File: config.mk
export PLATFORM = sky130hd
export DESIGN_NAME = shared_cmul_ds
export DESIGN_NICKNAME = d
export VERILOG_FILES = /design/src/rtl/shared_cmul_pkg.sv /design/src/rtl/dsm_shift.sv /design/src/rtl/dsm_addsub.sv /design/src/rtl/shared_cmul_ds.sv
export SDC_FILE = /design/constraint.sdc
export NUM_CORES = 1
export LEC_CHECK = 0
export ABC_AREA = 1
export ABC_CLOCK_PERIOD_IN_PS = 5750
export BUFFER_PORTS_ARGS = -buffer_cell sky130_fd_sc_hd__buf_2
export CAP_MARGIN = 20
export CORE_UTILIZATION = 39
export DETAILED_ROUTE_END_ITERATION = 10
export GPL_TIMING_DRIVEN = 0
export HOLD_SLACK_MARGIN = 0.08
export PLACE_DENSITY = 0.57
export SYNTH_ARGS = -nofsm -noshare
export SYNTH_HDL_FRONTEND = slang
export SYNTH_SLANG_ARGS = --single-unit
File: constraint.sdc
create_clock -name clk -period 5.75 [get_ports clk]
set_clock_uncertainty 0.2 [all_clocks]
set_input_delay 0.2875 -clock clk [delete_from_list [all_inputs] [get_ports clk]]
set_output_delay 0.2875 -clock clk [all_outputs]
set_load 0.02 [all_outputs]
File: src/rtl/shared_cmul_pkg.sv
`timescale 1ns/1ps
package shared_cmul_pkg;

  // Operation selected for a serial arithmetic cell.
  typedef enum logic {
    ARITH_ADD = 1'b0,
    ARITH_SUB = 1'b1
  } arith_e;

  // Shift amounts of the decomposition:
  //   m15 = (x << SH_15) - x
  //   m59 = (m15 << SH_59) - x
  //   m89 = (m15 << SH_89) + m59
  localparam int unsigned SH_15 = 4;
  localparam int unsigned SH_59 = 2;
  localparam int unsigned SH_89 = 1;

endpackage

File: src/rtl/dsm_shift.sv
`timescale 1ns/1ps
// Digit-serial left shift: holds the last DEPTH stream bits.
// Provides taps for shift amounts TAP_LO..DEPTH from one chain.
module dsm_shift #(
  parameter int unsigned DIGIT_W = 2,
  parameter int unsigned DEPTH   = 2,
  parameter int unsigned TAP_LO  = 1,
  localparam int unsigned NTAP   = DEPTH - TAP_LO + 1,
  localparam int unsigned CW     = DIGIT_W + DEPTH
) (
  input  logic                          clk,
  input  logic                          rst,
  input  logic                          clr,
  input  logic [DIGIT_W-1:0]            din,
  output logic [NTAP-1:0][DIGIT_W-1:0]  tap
);

  logic [DEPTH-1:0] hist_q;
  logic [DEPTH-1:0] hist_eff;
  logic [CW-1:0]    window;

  // At a word start the bits below position zero are zero.
  assign hist_eff = clr ? '0 : hist_q;
  assign window   = {din, hist_eff};

  // Bit DEPTH of window is the current digit's LSB, so a shift by s
  // starts s bits below it.
  for (genvar gt = 0; gt < NTAP; gt++) begin : g_tap
    localparam int unsigned SH = TAP_LO + gt;
    assign tap[gt] = window[DEPTH-SH +: DIGIT_W];
  end

  always_ff @(posedge clk) begin
    if (rst) hist_q <= '0;
    else     hist_q <= window[CW-1 -: DEPTH];
  end

endmodule

File: src/rtl/dsm_addsub.sv
`timescale 1ns/1ps
// Digit-serial adder or subtractor: ripple of DIGIT_W full adders with
// one carry flip-flop. Subtraction inverts b and injects a one at word start.
module dsm_addsub
  import shared_cmul_pkg::*;
#(
  parameter int unsigned DIGIT_W = 2,
  parameter arith_e      OP      = ARITH_ADD
) (
  input  logic               clk,
  input  logic               rst,
  input  logic               clr,
  input  logic [DIGIT_W-1:0] a,
  input  logic [DIGIT_W-1:0] b,
  output logic [DIGIT_W-1:0] y
);

  localparam logic CIN_START = (OP == ARITH_SUB);

  logic [DIGIT_W-1:0] b_eff;
  logic [DIGIT_W:0]   cy;
  logic               carry_q;

  if (OP == ARITH_SUB) begin : g_sub
    assign b_eff = ~b;
  end else begin : g_add
    assign b_eff = b;
  end

  assign cy[0] = clr ? CIN_START : carry_q;

  for (genvar gb = 0; gb < DIGIT_W; gb++) begin : g_fa
    assign y[gb]    = a[gb] ^ b_eff[gb] ^ cy[gb];
    assign cy[gb+1] = (a[gb] & b_eff[gb]) | (cy[gb] & (a[gb] ^ b_eff[gb]));
  end

  always_ff @(posedge clk) begin
    if (rst) carry_q <= 1'b0;
    else     carry_q <= cy[DIGIT_W];
  end

endmodule

File: src/rtl/shared_cmul_ds.sv
`timescale 1ns/1ps
// Digit-serial 59x / 89x network sharing the 15x partial product.
module shared_cmul_ds
  import shared_cmul_pkg::*;
#(
  parameter int unsigned DIGIT_W = 2
) (
  input  logic               clk,
  input  logic               rst,
  input  logic               word_start,
  input  logic [DIGIT_W-1:0] x_dig,
  output logic               out_start,
  output logic [DIGIT_W-1:0] p59_dig,
  output logic [DIGIT_W-1:0] p89_dig
);

  logic [0:0][DIGIT_W-1:0]       x_sh;
  logic [DIGIT_W-1:0]            m15;
  logic [SH_59-1:0][DIGIT_W-1:0] m15_sh;
  logic [DIGIT_W-1:0]            m59;
  logic [DIGIT_W-1:0]            m89;

  // x << 4
  dsm_shift #(.DIGIT_W(DIGIT_W), .DEPTH(SH_15), .TAP_LO(SH_15)) u_sh_x (
    .clk(clk), .rst(rst), .clr(word_start), .din(x_dig), .tap(x_sh)
  );

  // 15x = (x << 4) - x
  dsm_addsub #(.DIGIT_W(DIGIT_W), .OP(ARITH_SUB)) u_sub15 (
    .clk(clk), .rst(rst), .clr(word_start), .a(x_sh[0]), .b(x_dig), .y(m15)
  );

  // One chain gives 15x << 1 (tap 0) and 15x << 2 (tap 1)
  dsm_shift #(.DIGIT_W(DIGIT_W), .DEPTH(SH_59), .TAP_LO(SH_89)) u_sh_15 (
    .clk(clk), .rst(rst), .clr(word_start), .din(m15), .tap(m15_sh)
  );

  // 59x = (15x << 2) - x
  dsm_addsub #(.DIGIT_W(DIGIT_W), .OP(ARITH_SUB)) u_sub59 (
    .clk(clk), .rst(rst), .clr(word_start),
    .a(m15_sh[SH_59-SH_89]), .b(x_dig), .y(m59)
  );

  // 89x = (15x << 1) + 59x
  dsm_addsub #(.DIGIT_W(DIGIT_W), .OP(ARITH_ADD)) u_add89 (
    .clk(clk), .rst(rst), .clr(word_start), .a(m15_sh[0]), .b(m59), .y(m89)
  );

  always_ff @(posedge clk) begin
    if (rst) begin
      out_start <= 1'b0;
      p59_dig   <= '0;
      p89_dig   <= '0;
    end else begin
      out_start <= word_start;
      p59_dig   <= m59;
      p89_dig   <= m89;
    end
  end

endmodule

==> metrics.md <==
| Metric | Value |
|---|---|
| Status | completed |
| Most used cell, CP | fa_1 |
| CTS buffer count | 3 |
| Cell Chain, Critical Path | or2_1 -> fa_1 -> fa_1 -> fa_1 -> inv_1 -> nor2_1 |
| Unique masters post-synth | 9 |
| Crit path max fanout | 2 |
| Finish-stage setup viols | 0 |
| Top cells by area, synth | dfxtp_1 (49%), fa_1 (21%), inv_1 (12%) |
| Critical path launch point | u_sub59.carry_q |
| Share of the synthesized area in the top cell type | 48.6% |
| Crit-path max cell delay | 0.49 ns |
| CP arrival | 2.31 ns |
| DP Wirelength | 621 µm |
| Top delay family on crit path | adder cells |
| Slew margin rel. | 90.6% |
| Die footprint | 1640 µm² |
| Total power | 204 µW |
| Crit path time final | 2.29 ns |
| Post-synth top area cell | dfxtp_1 |
| Post-detailed-route count of antenna-violating nets | 0 |
| Combinational family with the most area after synthesis | adder cells |
| First-pass GRT wire length | 1310 µm |
| # H-tree levels | 1 |
| Commonest non-fill, non-tap cells in the layout | inv_1 (18), nor2_1 (18), dfxtp_1 (14) |
| Fillers | 146 |
| Die Width | 40.5 µm |
| Synth Register Bits | 14 |
| Fin. Hold Viols | 0 |
| Largest net degree at the start of global routing | 11 |
| Post-CTS Hold Fix Bufs | 1 |
| Syn. warnings | 0 |
| Area Overhead vs Synth | 16.7% |
| Final wirelength | 804 µm |
| RSZ-0062 raised after global routing | false |
| DRC | 0 |
| Max Freq | 436 MHz |
| Vias | 389 |
| IO Pins | 10 |
| RR Startpoint | u_sub59.carry_q |
| Post-layout nets | 89 |
| CTS tree | done |
| Pwr per Cell Area | 303 nW/µm² |
| Post-CTS Resized | 0 |
| Post-synthesis mux area share | 0% |
| Worst hold slack | 0.0938 ns |
| Drt wl/cell | 8.84 µm |
| Simple-gate area share of the yosys netlist | 15.6% |
| Worst-path clk slew | 0.08 ns |
| Longest Clk Path Bufs | 2 |
| Sequential fraction of the synthesis area | 48.6% |
| Clock Latency Late Sink | 0.27 ns |
| Post-Synth XOR/XNOR Area | 0% |
| Placer Congestion | 0.682 |
| GRT Util Overall | 13.8% |
| Layout cells sized above 1 | 22.4% |
| Vias in the first global route | 350 |
| Core area | 1330 µm² |
| Max-cap violation count | 0 |
| Dpl cells | 87 |
| Rows | 13 |
| Critical path class | flop to flop |
| WP buf/inv | 1 |
| Startpoint Class | flop |
| Syn Nets | 74 |
| Drt first pass iters | 3 |
| Worst setup EP type | flop |
| Slowest CP cell | fa_1 |
| Layout Cells excl Fill | 91 |
| Final Max Tran Viols | 0 |
| CTS sink count | 14 |
| Worst slew pin tran | 0.140 ns |
| Antenna violations before repair | 0 |
| Hold Crit Start | x_dig[0] |
| Post-synthesis cell count | 63 |
| Diode count | 0 |
| Final Cycle Share | 39.9% |
| Die Ht | 40.5 µm |
| Starting density of the core | 43.2% |
| Critical Path RT | 5.77 ns |
| Remaining global-route overflow | 0 |
| Post-CTS Setup Repair Bufs | 0 |
| Number of I/O port buffers | 9 |
| Adder-Cell Fraction of Synth Area | 20.8% |
| CTS root buffer | clkbuf_4 |
| Avg Inst Size Synth | 9.16 µm² |
| Routed vias/inst | 4.27 |
| Netlist Area Pre-Place | 577 µm² |
| Setup TNS Final | 0 ns |
| VDD IR max | 103 µV |
| Complex-gate fraction of the synthesized area | 0% |
| Initial drt markers | 4 |
| Leak pwr | 0.355 nW |
| Hold Path Class | input port to flop |
==> kinds of logic (layout without fill, tap and decap cells) <==
kind of cell | after synthesis | after routing
flip-flops | 14 | 14
AND/OR/NAND/NOR | 22 | 22
buffers and inverters | 21 | 34
adder cells (fa/ha/maj) | 6 | 6
==> worst min-delay path, cell delays in order <==
cell and delay (ns):
buf_2 0.10, inv_1 0.07, nor2_1 0.08
==> registers in the layout, indices dropped and copies added (netlist names) <==
name	cells
u_sh_x.hist_q	4
p59_dig	2
p89_dig	2
u_sh_15.hist_q	2
out_start	1
u_add89.carry_q	1
u_sub15.carry_q	1
u_sub59.carry_q	1
==> synthesized netlist by cell type, drive strengths merged <==
master	number
inv	20
dfxtp	14
nand2	3
buf	1
or2	1
nor2	18
fa	6
==> stage by stage <==
stage | setup WS (ns) | cell area, µm² | util (%)
detailed placement | 3.27 | 641 | 48.0
floorplan | 3.49 | 577 | -
global placement | 3.29 | 641 | 48.0
finish | 3.46 | 673 | 50.5
global route | 3.35 | 673 | 50.5
CTS | 3.44 | 673 | 50.5
==> path summary, 6_finish.rpt <==
path,endpoint,slack [ns],cells after the start
setup reg to reg,p89_dig[1],3.46,6
setup / recovery,p89_dig[1],3.46,6
hold / removal,u_sh_x.hist_q[2],0.09,3
hold reg to reg,u_sh_x.hist_q[1],0.21,2
==> power by group <==
part | switching (mW) | internal [mW] | total, mW
sequential | 0.00182 | 0.106 | 0.108
combinational | 0.0260 | 0.0164 | 0.0424
clock | 0.0292 | 0.0243 | 0.0534
total | 0.0569 | 0.147 | 0.204
==> area by class of cell <==
type | instances | area (µm²) | share of cell area [%]
clock buffers | 3 | 22.5 | 3.35
flip-flops and latches | 14 | 280 | 41.6
plain buffers | 1 | 11.3 | 1.67
inverters | 20 | 75.1 | 11.2
well taps | 15 | 18.8 | 2.79
multi-input cells | 28 | 210 | 31.2
repair buffers | 10 | 55.1 | 8.18
==> per-layer routing <==
metal	routed length [µm]	vias up	global-route usage, %
met4	23	0	10.0
met5	0	-	0
met1	372	177	14.5
li1	-	197	-
met2	364	11	21.0
met3	44	4	6.67
No activity file was read; power rests on OpenSTA's default activity.
